$ cat src/rtl/irq_present_ctl.sv
module irq_present_ctl #(
  parameter int SRC_W = 24,
  parameter int PRI_W = 8,
  parameter logic [SRC_W-1:0] IPI_SRC = 24'd2
) (
  input  logic                   clk,
  input  logic                   rst_n,
  input  logic                   src_vld,
  input  logic [SRC_W-1:0]       src_num,
  input  logic [PRI_W-1:0]       src_pri,
  input  logic                   cpri_wr,
  input  logic [PRI_W-1:0]       cpri_data,
  input  logic                   ipi_wr,
  input  logic [PRI_W-1:0]       ipi_data,
  input  logic                   eoi_wr,
  input  logic [SRC_W+PRI_W-1:0] eoi_data,
  input  logic                   acc_rd,
  output logic [SRC_W+PRI_W-1:0] stat_word,
  output logic                   irq_o,
  output logic                   rej_vld,
  output logic [SRC_W-1:0]       rej_num,
  output logic                   eoi_vld,
  output logic [SRC_W-1:0]       eoi_num,
  output logic                   rsnd_vld
);

  localparam int WORD_W = SRC_W + PRI_W;
  localparam logic [PRI_W-1:0] PRI_NONE = '1;

  logic [PRI_W-1:0] cppr, ppri, mfrr;
  logic [SRC_W-1:0] xisr;
  logic             irq_q;

  logic [PRI_W-1:0] n_cppr, n_ppri, n_mfrr;
  logic [SRC_W-1:0] n_xisr;
  logic             n_irq, n_rv, n_ev, n_rs, do_ipi;
  logic [SRC_W-1:0] n_rn, n_en;
  logic [PRI_W-1:0] eoi_pri;

  assign eoi_pri   = eoi_data[WORD_W-1:SRC_W];
  assign stat_word = {cppr, xisr};
  assign irq_o     = irq_q;

  always_comb begin
    n_cppr = cppr;
    n_ppri = ppri;
    n_mfrr = mfrr;
    n_xisr = xisr;
    n_irq  = irq_q;
    n_rv   = 1'b0;
    n_rn   = '0;
    n_ev   = 1'b0;
    n_en   = '0;
    n_rs   = 1'b0;
    do_ipi = 1'b0;
    if (src_vld) begin
      if (src_pri >= cppr || (xisr != '0 && ppri <= src_pri)) begin
        n_rv = 1'b1;
        n_rn = src_num;
      end else begin
        if (xisr != '0) begin
          n_rv = 1'b1;
          n_rn = xisr;
        end
        n_xisr = src_num;
        n_ppri = src_pri;
        n_irq  = 1'b1;
      end
    end else if (ipi_wr) begin
      n_mfrr = ipi_data;
      do_ipi = ipi_data < cppr;
    end else if (acc_rd) begin
      n_irq  = 1'b0;
      n_cppr = ppri;
      n_xisr = '0;
      n_ppri = PRI_NONE;
    end else if (cpri_wr) begin
      n_cppr = cpri_data;
      if (cpri_data < cppr) begin
        if (xisr != '0 && cpri_data <= ppri) begin
          n_rv   = 1'b1;
          n_rn   = xisr;
          n_xisr = '0;
          n_ppri = PRI_NONE;
          n_irq  = 1'b0;
        end
      end else if (cpri_data > cppr) begin
        do_ipi = mfrr < cpri_data;
        n_rs   = 1'b1;
      end
    end else if (eoi_wr) begin
      n_cppr = eoi_pri;
      n_ev   = 1'b1;
      n_en   = eoi_data[SRC_W-1:0];
      do_ipi = mfrr < eoi_pri;
      n_rs   = 1'b1;
    end
    if (do_ipi && !(n_xisr != '0 && n_ppri <= n_mfrr)) begin
      if (n_xisr != '0) begin
        n_rv = 1'b1;
        n_rn = n_xisr;
      end
      n_xisr = IPI_SRC;
      n_ppri = n_mfrr;
      n_irq  = 1'b1;
    end
  end

  always_ff @(posedge clk or negedge rst_n) begin
    if (!rst_n) begin
      cppr     <= '0;
      ppri     <= PRI_NONE;
      mfrr     <= PRI_NONE;
      xisr     <= '0;
      irq_q    <= 1'b0;
      rej_vld  <= 1'b0;
      rej_num  <= '0;
      eoi_vld  <= 1'b0;
      eoi_num  <= '0;
      rsnd_vld <= 1'b0;
    end else begin
      cppr     <= n_cppr;
      ppri     <= n_ppri;
      mfrr     <= n_mfrr;
      xisr     <= n_xisr;
      irq_q    <= n_irq;
      rej_vld  <= n_rv;
      rej_num  <= n_rn;
      eoi_vld  <= n_ev;
      eoi_num  <= n_en;
      rsnd_vld <= n_rs;
    end
  end

  AST_ONE_OP: assert property (@(posedge clk) disable iff (!rst_n)
    $countones({src_vld, ipi_wr, acc_rd, cpri_wr, eoi_wr}) <= 1);

  AST_LINE_PEND: assert property (@(posedge clk) disable iff (!rst_n)
    irq_o == (stat_word[SRC_W-1:0] != '0));

  AST_REFUSE: assert property (@(posedge clk) disable iff (!rst_n)
    src_vld && (src_pri >= cppr) |=> rej_vld && rej_num == $past(src_num) && $stable(xisr));

  AST_IPI_RAISE: assert property (@(posedge clk) disable iff (!rst_n)
    ipi_wr && (ipi_data < cppr) && (xisr == '0 || ppri > ipi_data)
    |=> irq_o && xisr == IPI_SRC && ppri == $past(ipi_data));

  AST_ACC_DROP: assert property (@(posedge clk) disable iff (!rst_n)
    acc_rd |=> !irq_o && xisr == '0 && ppri == PRI_NONE && cppr == $past(ppri));

  AST_EOI_PAIR: assert property (@(posedge clk) disable iff (!rst_n)
    eoi_wr |=> eoi_vld && rsnd_vld && eoi_num == $past(eoi_data[SRC_W-1:0]));

  AST_RSND_CAUSE: assert property (@(posedge clk) disable iff (!rst_n)
    rsnd_vld |-> $past(eoi_wr) || ($past(cpri_wr) && ($past(cpri_data) > $past(cppr))));

endmodule

$ cat config.mk
export PLATFORM = sky130hd
export DESIGN_NAME = irq_present_ctl
export DESIGN_NICKNAME = d
export VERILOG_FILES = /design/src/rtl/irq_present_ctl.sv
export SDC_FILE = /design/constraint.sdc
export NUM_CORES = 1
export LEC_CHECK = 0
export CORE_ASPECT_RATIO = 1.1
export CORE_MARGIN = 2
export CORE_UTILIZATION = 45
export DETAILED_ROUTE_END_ITERATION = 10
export PLACE_DENSITY = 0.8
export SLEW_MARGIN = 10
export SYNTH_ARGS = -nofsm -noshare
export SYNTH_HDL_FRONTEND = slang
export SYNTH_SLANG_ARGS = --single-unit
$ cat constraint.sdc
create_clock -name clk -period 6.2 [get_ports clk]
set_input_delay 1.24 -clock clk [delete_from_list [all_inputs] [get_ports clk]]
set_output_delay 1.24 -clock clk [all_outputs]
set_load 0.05 [all_outputs]
# After elaboration in Yosys (flattened, before gate mapping)

Cells that the tools add are included.

Add/subtract/negate cells: 0
$mul: 0
Div/mod/pow operators: 0
$lt $le $gt $ge: 9
Equality and inequality tests: 2
Shift-type cells: 0
Multiplexer cells: 72
Bitwise operators: 2
Reduce and logical (&&, ||, !) cells: 14

Operator list:

| operator             | count |
|---|---|
| $mux W24             | 23 |
| $mux W8              | 13 |
| $reduce_bool A24 Y1  | 2 |
| $mux W1              | 36 |
| $lt A8 B8 Y1         | 4 |
| $le A8 B8 Y1         | 3 |
| $reduce_bool A4 Y1   | 3 |
| $ge A8 B8 Y1         | 1 |
| $gt A8 B8 Y1         | 1 |
| $ne A3 B2 Y1 const B | 2 |
| $reduce_and A5 Y1    | 1 |
| $logic_and A1 B1 Y1  | 4 |
| $reduce_and A3 Y1    | 1 |
| $reduce_bool A3 Y1   | 1 |
| $not A1 Y1           | 2 |
| $logic_not A1 Y1     | 1 |
| $logic_or A1 B1 Y1   | 1 |

Register bits after elaboration: 100
Latch bits: 0
Bits in writable memories: 0
ROM bits: 0
Input port bits: 87
Output and inout port bits: 84
Word-level logic and storage cells: 109
Memories: 0

# Logic depth before layout (Yosys ltp)

Gate-level depths: netlist (run 1).

Word-level depth: 14
Gate-level depth with buffers: 20
Gate-level depth less buffers: 17

# Worst setup path before layout (run 1)

OpenSTA, ideal clock, no wires.

Path type: in2reg
From: in cpri_data[2]
To: reg ppri[1]
Setup time: 0.085 ns
Data arrival time: 4.723 ns
Required time: 6.115 ns
Setup slack: 1.393 ns
Stages: 17
Buffers on the path: 1
Cells stage by stage: ha_1 and4b_1 a211oi_2 o22ai_1 o41ai_2 a21oi_2 or2_1 buf_6 a22oi_1 ha_1 nor2b_1 o21ai_0 a21oi_1 o21bai_1 a22oi_1 o31ai_4 mux2_1

Longest elaborated chain between the ends: 13
Elaborated cells between the ends (all ways): 29
Those cells by class: order compare (5); mux (19); reduce/logical (5)

RTL lines:

| what                                                       | RTL line | source |
|---|---|---|
| start: declaration                                         | 12       | `input logic [PRI_W-1:0] cpri_data,` |
| $le A8 B8 Y1                                               | 80       | `if (xisr != '0 && cpri_data <= ppri) begin` |
| $logic_and A1 B1 Y1                                        | 80       |  |
| $mux W8 / $mux W24 (equally long branches)                 | 80       |  |
| $mux W8 / $mux W24 (equally long branches)                 | 79       | `if (cpri_data < cppr) begin` |
| $mux W8 / $mux W24 (equally long branches)                 | 77       | `end else if (cpri_wr) begin` |
| $mux W8 / $mux W24 (equally long branches)                 | 72       | `end else if (acc_rd) begin` |
| $mux W8 / $mux W24 (equally long branches)                 | 69       | `end else if (ipi_wr) begin` |
| $mux W8 / $mux W24 (equally long branches)                 | 56       | `if (src_vld) begin` |
| $le A8 B8 Y1 / $reduce_bool A24 Y1 (equally long branches) | 98       | `if (do_ipi && !(n_xisr != '0 && n_ppri <= n_mfrr)) begin` |
| $logic_and A1 B1 Y1                                        | 98       |  |
| $logic_not A1 Y1                                           | 98       |  |
| $logic_and A1 B1 Y1                                        | 98       |  |
| $mux W8 (*)                                                | 98       |  |
| named net n_ppri[1]                                        | 34       | `logic [PRI_W-1:0] n_cppr, n_ppri, n_mfrr;` |
| end signal: assignment                                     | 123      | `ppri <= n_ppri;` |
| end: declaration                                           | 30       | `logic [PRI_W-1:0] cppr, ppri, mfrr;` |

The timed path passes the listed nets; every way through them passes the cells marked *.
A chain may end at the register's enable or synchronous reset.

# Worst setup path in the final report (run 1)

From: in cpri_data[3]
To: reg xisr[22]

Longest elaborated chain between the ends: 13
Elaborated cells between the ends (all ways): 29
Those cells by class: order compare (5); mux (19); reduce/logical (5)

RTL lines:

| what                                                       | RTL line | source |
|---|---|---|
| $le A8 B8 Y1                                               | 80       |  |
| $logic_and A1 B1 Y1                                        | 80       |  |
| $mux W8 / $mux W24 (equally long branches)                 | 80       |  |
| $mux W8 / $mux W24 (equally long branches)                 | 79       |  |
| $mux W8 / $mux W24 (equally long branches)                 | 77       |  |
| $mux W8 / $mux W24 (equally long branches)                 | 72       |  |
| $mux W8 / $mux W24 (equally long branches)                 | 69       |  |
| $mux W8 / $mux W24 (equally long branches)                 | 56       |  |
| $le A8 B8 Y1 / $reduce_bool A24 Y1 (equally long branches) | 98       |  |
| $logic_and A1 B1 Y1                                        | 98       |  |
| $logic_not A1 Y1                                           | 98       |  |
| $logic_and A1 B1 Y1                                        | 98       |  |
| $mux W24 (*)                                               | 98       |  |
| named net n_xisr[22]                                       | 35       | `logic [SRC_W-1:0] n_xisr;` |
| end signal: assignment                                     | 125      | `xisr <= n_xisr;` |
| end: declaration                                           | 31       | `logic [SRC_W-1:0] xisr;` |

Marks and branches as above.

==> results of run 1 <==
[metrics by stage]
stage	hold slack [ps]	instance area, µm²	power (mW)
final	498	7910	3.38
after global routing	552	7910	3.57
after CTS	499	7910	3.38
after detailed placement	484	7610	2.82
after global placement	488	7610	2.77
after floorplan	565	5800	2.24
[synthesized netlist by cell type (7+ instances only)]
master	n
o21ai_1	26
ha_1	61
nor2_1	20
inv_1	50
o21ai_0	18
mux2_1	7
nor2b_1	7
a21oi_1	42
dfstp_2	16
mux2i_1	17
a22oi_1	50
clkbuf_1	17
nor4_1	14
and2_1	25
nand2_1	19
dfrtp_1	84
a21o_1	7
[registers in the layout (all words and copies together) (netlist names)]
register,flops
cppr,8
mfrr,8
ppri,8
xisr,24
rej_vld,1
eoi_num,24
eoi_vld,1
rej_num,24
rsnd_vld,1
irq_o,1
[how the worst max path moves through the flow]
stage / from / end / slack [ps] / cells after the start
global placement: cpri_data[2] / ppri[2] / 480 / 17
CTS: cpri_data[3] / xisr[17] / 630 / 16
finish: cpri_data[3] / xisr[22] / 570 / 17
global route: cpri_data[3] / xisr[0] / 340 / 17
floorplan: cpri_data[2] / ppri[1] / 1390 / 17
detailed placement: cpri_data[3] / xisr[22] / 280 / 17
[worst register-to-register path, cell delays in order (launching register included)]
cell and delay, ps:
dfstp_2 570, inv_1 100, ha_1 320, and4b_1 230, a211oi_2 210, o22ai_1 140, o41ai_2 460, a21oi_2 120
or2_1 260, buf_4 210, a22oi_4 220, ha_1 190, o21ai_0 90, a21oi_1 120, o21bai_1 70, a22oi_1 500
or3_1 710, a21oi_1 180
[cell families (layout without fill, tap and decap cells)]
group | after synthesis | count (layout) | share of synthesized area (%)
buf+inv | 77 | 247 | 6.10
mux | 24 | 24 | 4.29
fa+ha+maj | 61 | 61 | 13.2
simple gates | 115 | 115 | 10.8
compound gates | 177 | 177 | 22.1
flops | 100 | 100 | 43.5
[final cells by class]
cell class              instances  share of cell area, %
multi-input cells             377                   37.0
inverters                      50                   2.37
well taps                     157                   2.48
clock buffers                   9                   2.85
flip-flops and latches        100                   31.9
repair buffers                181                   22.5
clock inverters                 7                  0.902
[layer usage]
metal | vias up | wire, µm | track usage [%]
li1 | 2362 | - | -
met1 | 2401 | 6850 | 30.8
met2 | 268 | 8460 | 42.6
met3 | 16 | 1350 | 4.51
met4 | 0 | 251 | 6.33
met5 | - | 0 | 0
[power groups by stage]
stage / clock (mW) / combinational [mW] / sequential [mW]
final: 0.555 / 1.83 / 0.996
after detailed placement: 0 / 1.81 / 1.00
after global routing: 0.593 / 1.96 / 1.02
after floorplan: 0 / 0.809 / 1.43
after global placement: 0 / 1.78 / 0.996
after CTS: 0.565 / 1.82 / 0.993
[layout by cell type, fill, tap and decap left out, types with 19 or more instances in the layout]
cell type,synthesis,layout
clkdlybuf4s50_1,0,169
dfrtp_1,84,84
ha_1,61,61
inv_1,50,50
a22oi_1,50,50
a21oi_1,42,42
o21ai_1,26,26
and2_1,25,25
nor2_1,20,20
nand2_1,19,19
==> impl_results.rst, run 1 <==
.. list-table::
   :header-rows: 1

   * - Metric
     - Value
   * - Outcome
     - finished clean
   * - Crit Path Class
     - input port to flip-flop
   * - Share of synthesized area occupied by flip-flops and latches
     - 43.5%
   * - Max stage delay on crit path
     - 710 ps
   * - PD cells
     - 427 nW/µm²
   * - Endpoint with the worst hold slack
     - irq_o
   * - Global placer's final weighted congestion
     - about 0.9
   * - # placed instances
     - 865
   * - RSZ-0062 raised after global routing
     - false
   * - Sw frac
     - 47.2%
   * - Share of power burned in combinational logic
     - 54.1%
   * - Clock net sink count
     - 100
   * - Number of synthesized flops with an enable pin
     - 0
   * - Hold Violations, Final
     - 0
   * - Share of async-settable or async-resettable flops after synthesis
     - 100%
   * - Final Net Count
     - a little under 900
   * - Clock root buffer
     - clkbuf_16
   * - Startpoint of the worst hold path
     - irq_o
   * - Count of cell types in the netlist
     - 52
   * - Cell depth of the worst min-delay path
     - 2
   * - Placeable Area
     - 12600 µm²
   * - Endpoint of the worst-slack reg-to-reg timing path
     - xisr[22]
   * - Number of nets produced by synthesis
     - about 700
   * - Fin Clk Skew
     - 13.0 ps
   * - Area of the multi-input gates
     - 2920 µm²
   * - Number of DRC violations after detailed routing
     - 0
   * - Register Area
     - approximately 2500 µm²
   * - Static Leakage
     - around 3.6 nW
   * - Minimum clock period
     - 5630 ps
   * - Synth-to-layout area growth
     - 36.3%
   * - Rows
     - 43
   * - CTS buffer count
     - 9
   * - Crit path arrival time
     - 5830 ps
   * - Count of antenna diodes in the layout
     - 0
   * - Setup Viol. Count Final
     - 0
   * - Register-to-register setup slack
     - 1350 ps
   * - Total grt overflow
     - 0
   * - Pin count of the biggest net entering global routing
     - 65
   * - Utilization after layout
     - a little over three fifths
   * - Reg2Reg Launch Point
     - ppri[2]
   * - Port Buffer Count
     - 170
   * - First DRT Iteration DRCs
     - around 330
   * - Largest fanout on the critical path
     - 23
   * - Antenna violations before repair
     - 0
   * - Maximum ir drop on the vdd rail
     - about 0.35 mV
   * - Slowest cell on the critical path
     - or3_1
   * - # fillers
     - 1021
   * - Clock slew at reported path FFs
     - 70 ps
   * - HPWL after detailed placement
     - 13100 µm
   * - Number of maximum-capacitance constraint violations
     - 0
   * - Overall global routing resource usage
     - 24.2%
   * - Post-route fraction of the period consumed by the critical path
     - 90.8%
   * - Critical Path Source Type
     - input port
   * - Number of register bits inferred by synthesis
     - 100
   * - Post-Route Setup TNS
     - 0 ps
   * - Setup ws final
     - about 570 ps
   * - Headroom to the max-slew limit
     - 27.4%
   * - Number of post-CTS setup repair buffers
     - 0
   * - Count of antenna-violating nets left after detailed routing
     - 0
   * - Boundary Pins
     - 171
   * - Width of the chip
     - 112 µm
   * - Worst path required time
     - 6390 ps
   * - Chip Height
     - 123 µm
   * - Post-detailed-route wirelength per cell
     - around 19 µm
   * - Summed instance area of the synthesized netlist
     - 5800 µm²
   * - CTS tree
     - done
   * - Non-filler cells, final
     - 881
   * - Fraction of layout cells with a size suffix above 1
     - 8.15%
   * - Kind of cell with the highest combined delay on the critical path
     - compound AO/OA/AOI/OAI gates
   * - Worst Tran Pin Value
     - 1090 ps
   * - Dominant cell type by area after synthesis
     - dfrtp_1
   * - Cells taking the most area after synthesis
     - dfrtp_1 (36%), ha_1 (13%), dfstp_2 (7.2%), a22oi_1 (6.5%), a21oi_1 (3.6%)
   * - Later-pin clock latency in the skew report
     - 350 ps
   * - Total die area
     - 13800 µm²
   * - Yosys warns
     - 0
   * - Length in cells of the worst reg-to-reg path
     - 17
   * - Maximum buffer depth of the clock tree
     - 2
   * - Final number of max-transition violations
     - 0
   * - Sequential share of power
     - 29.5%
   * - Mapped Avg Cell Area
     - 10.5 µm²
   * - Synthesized instance count
     - between 500 and 600
   * - Internal power
     - 1.78 mW
   * - First-pass iteration count of the detailed router
     - 6
   * - Achievable frequency
     - 178 MHz
   * - Wire length after detailed routing
     - 16900 µm
   * - Crit path cell chain
     - clkdlybuf4s50_1, ha_1, and4b_1, a211oi_2, o22ai_1, o41ai_2, a21oi_2, or2_1, buf_4, a22oi_4, ha_1, o21ai_0, a21oi_1, o21bai_1, a22oi_1, or3_1, a21oi_1
   * - Cts hold-fix bufs
     - 0
   * - Number of gates resized after cts
     - 0
   * - Vias in the first global route
     - 5021
   * - Buffer and inverter count on the worst path
     - 2
   * - Portion of synthesized cell area occupied by the leading cell type
     - 36.2%
   * - Psw
     - 1.60 mW
   * - Commonest register cell after synthesis
     - dfrtp_1
   * - Dpl ws
     - 282 ps
   * - Setup crit end kind
     - flip-flop
   * - Clock network power share
     - 16.4%
   * - Hold Path Class
     - flip-flop to flip-flop
   * - Total via count in the routed design
     - a little over 5000
   * - Number of levels in the clock H-tree
     - 3
   * - Effective utilization at floorplan
     - 46.1%
   * - Wire length of the first global-routing pass
     - ~26000 µm
   * - Per-cell via count in the routed design
     - 5.73
No activity file was read; power rests on OpenSTA's default activity.
==> run 2: changes to the inputs <==
--- a/config.mk
+++ b/config.mk
@@ -8,6 +8,8 @@
 export CORE_ASPECT_RATIO = 1.1
 export CORE_MARGIN = 2
 export CORE_UTILIZATION = 45
+export CTS_CLUSTER_DIAMETER = 60
+export CTS_CLUSTER_SIZE = 12
 export DETAILED_ROUTE_END_ITERATION = 10
 export PLACE_DENSITY = 0.8
 export SLEW_MARGIN = 10
==> results of run 2 <==
No change in the layout: final DEF, timing and power equal those of run 1.
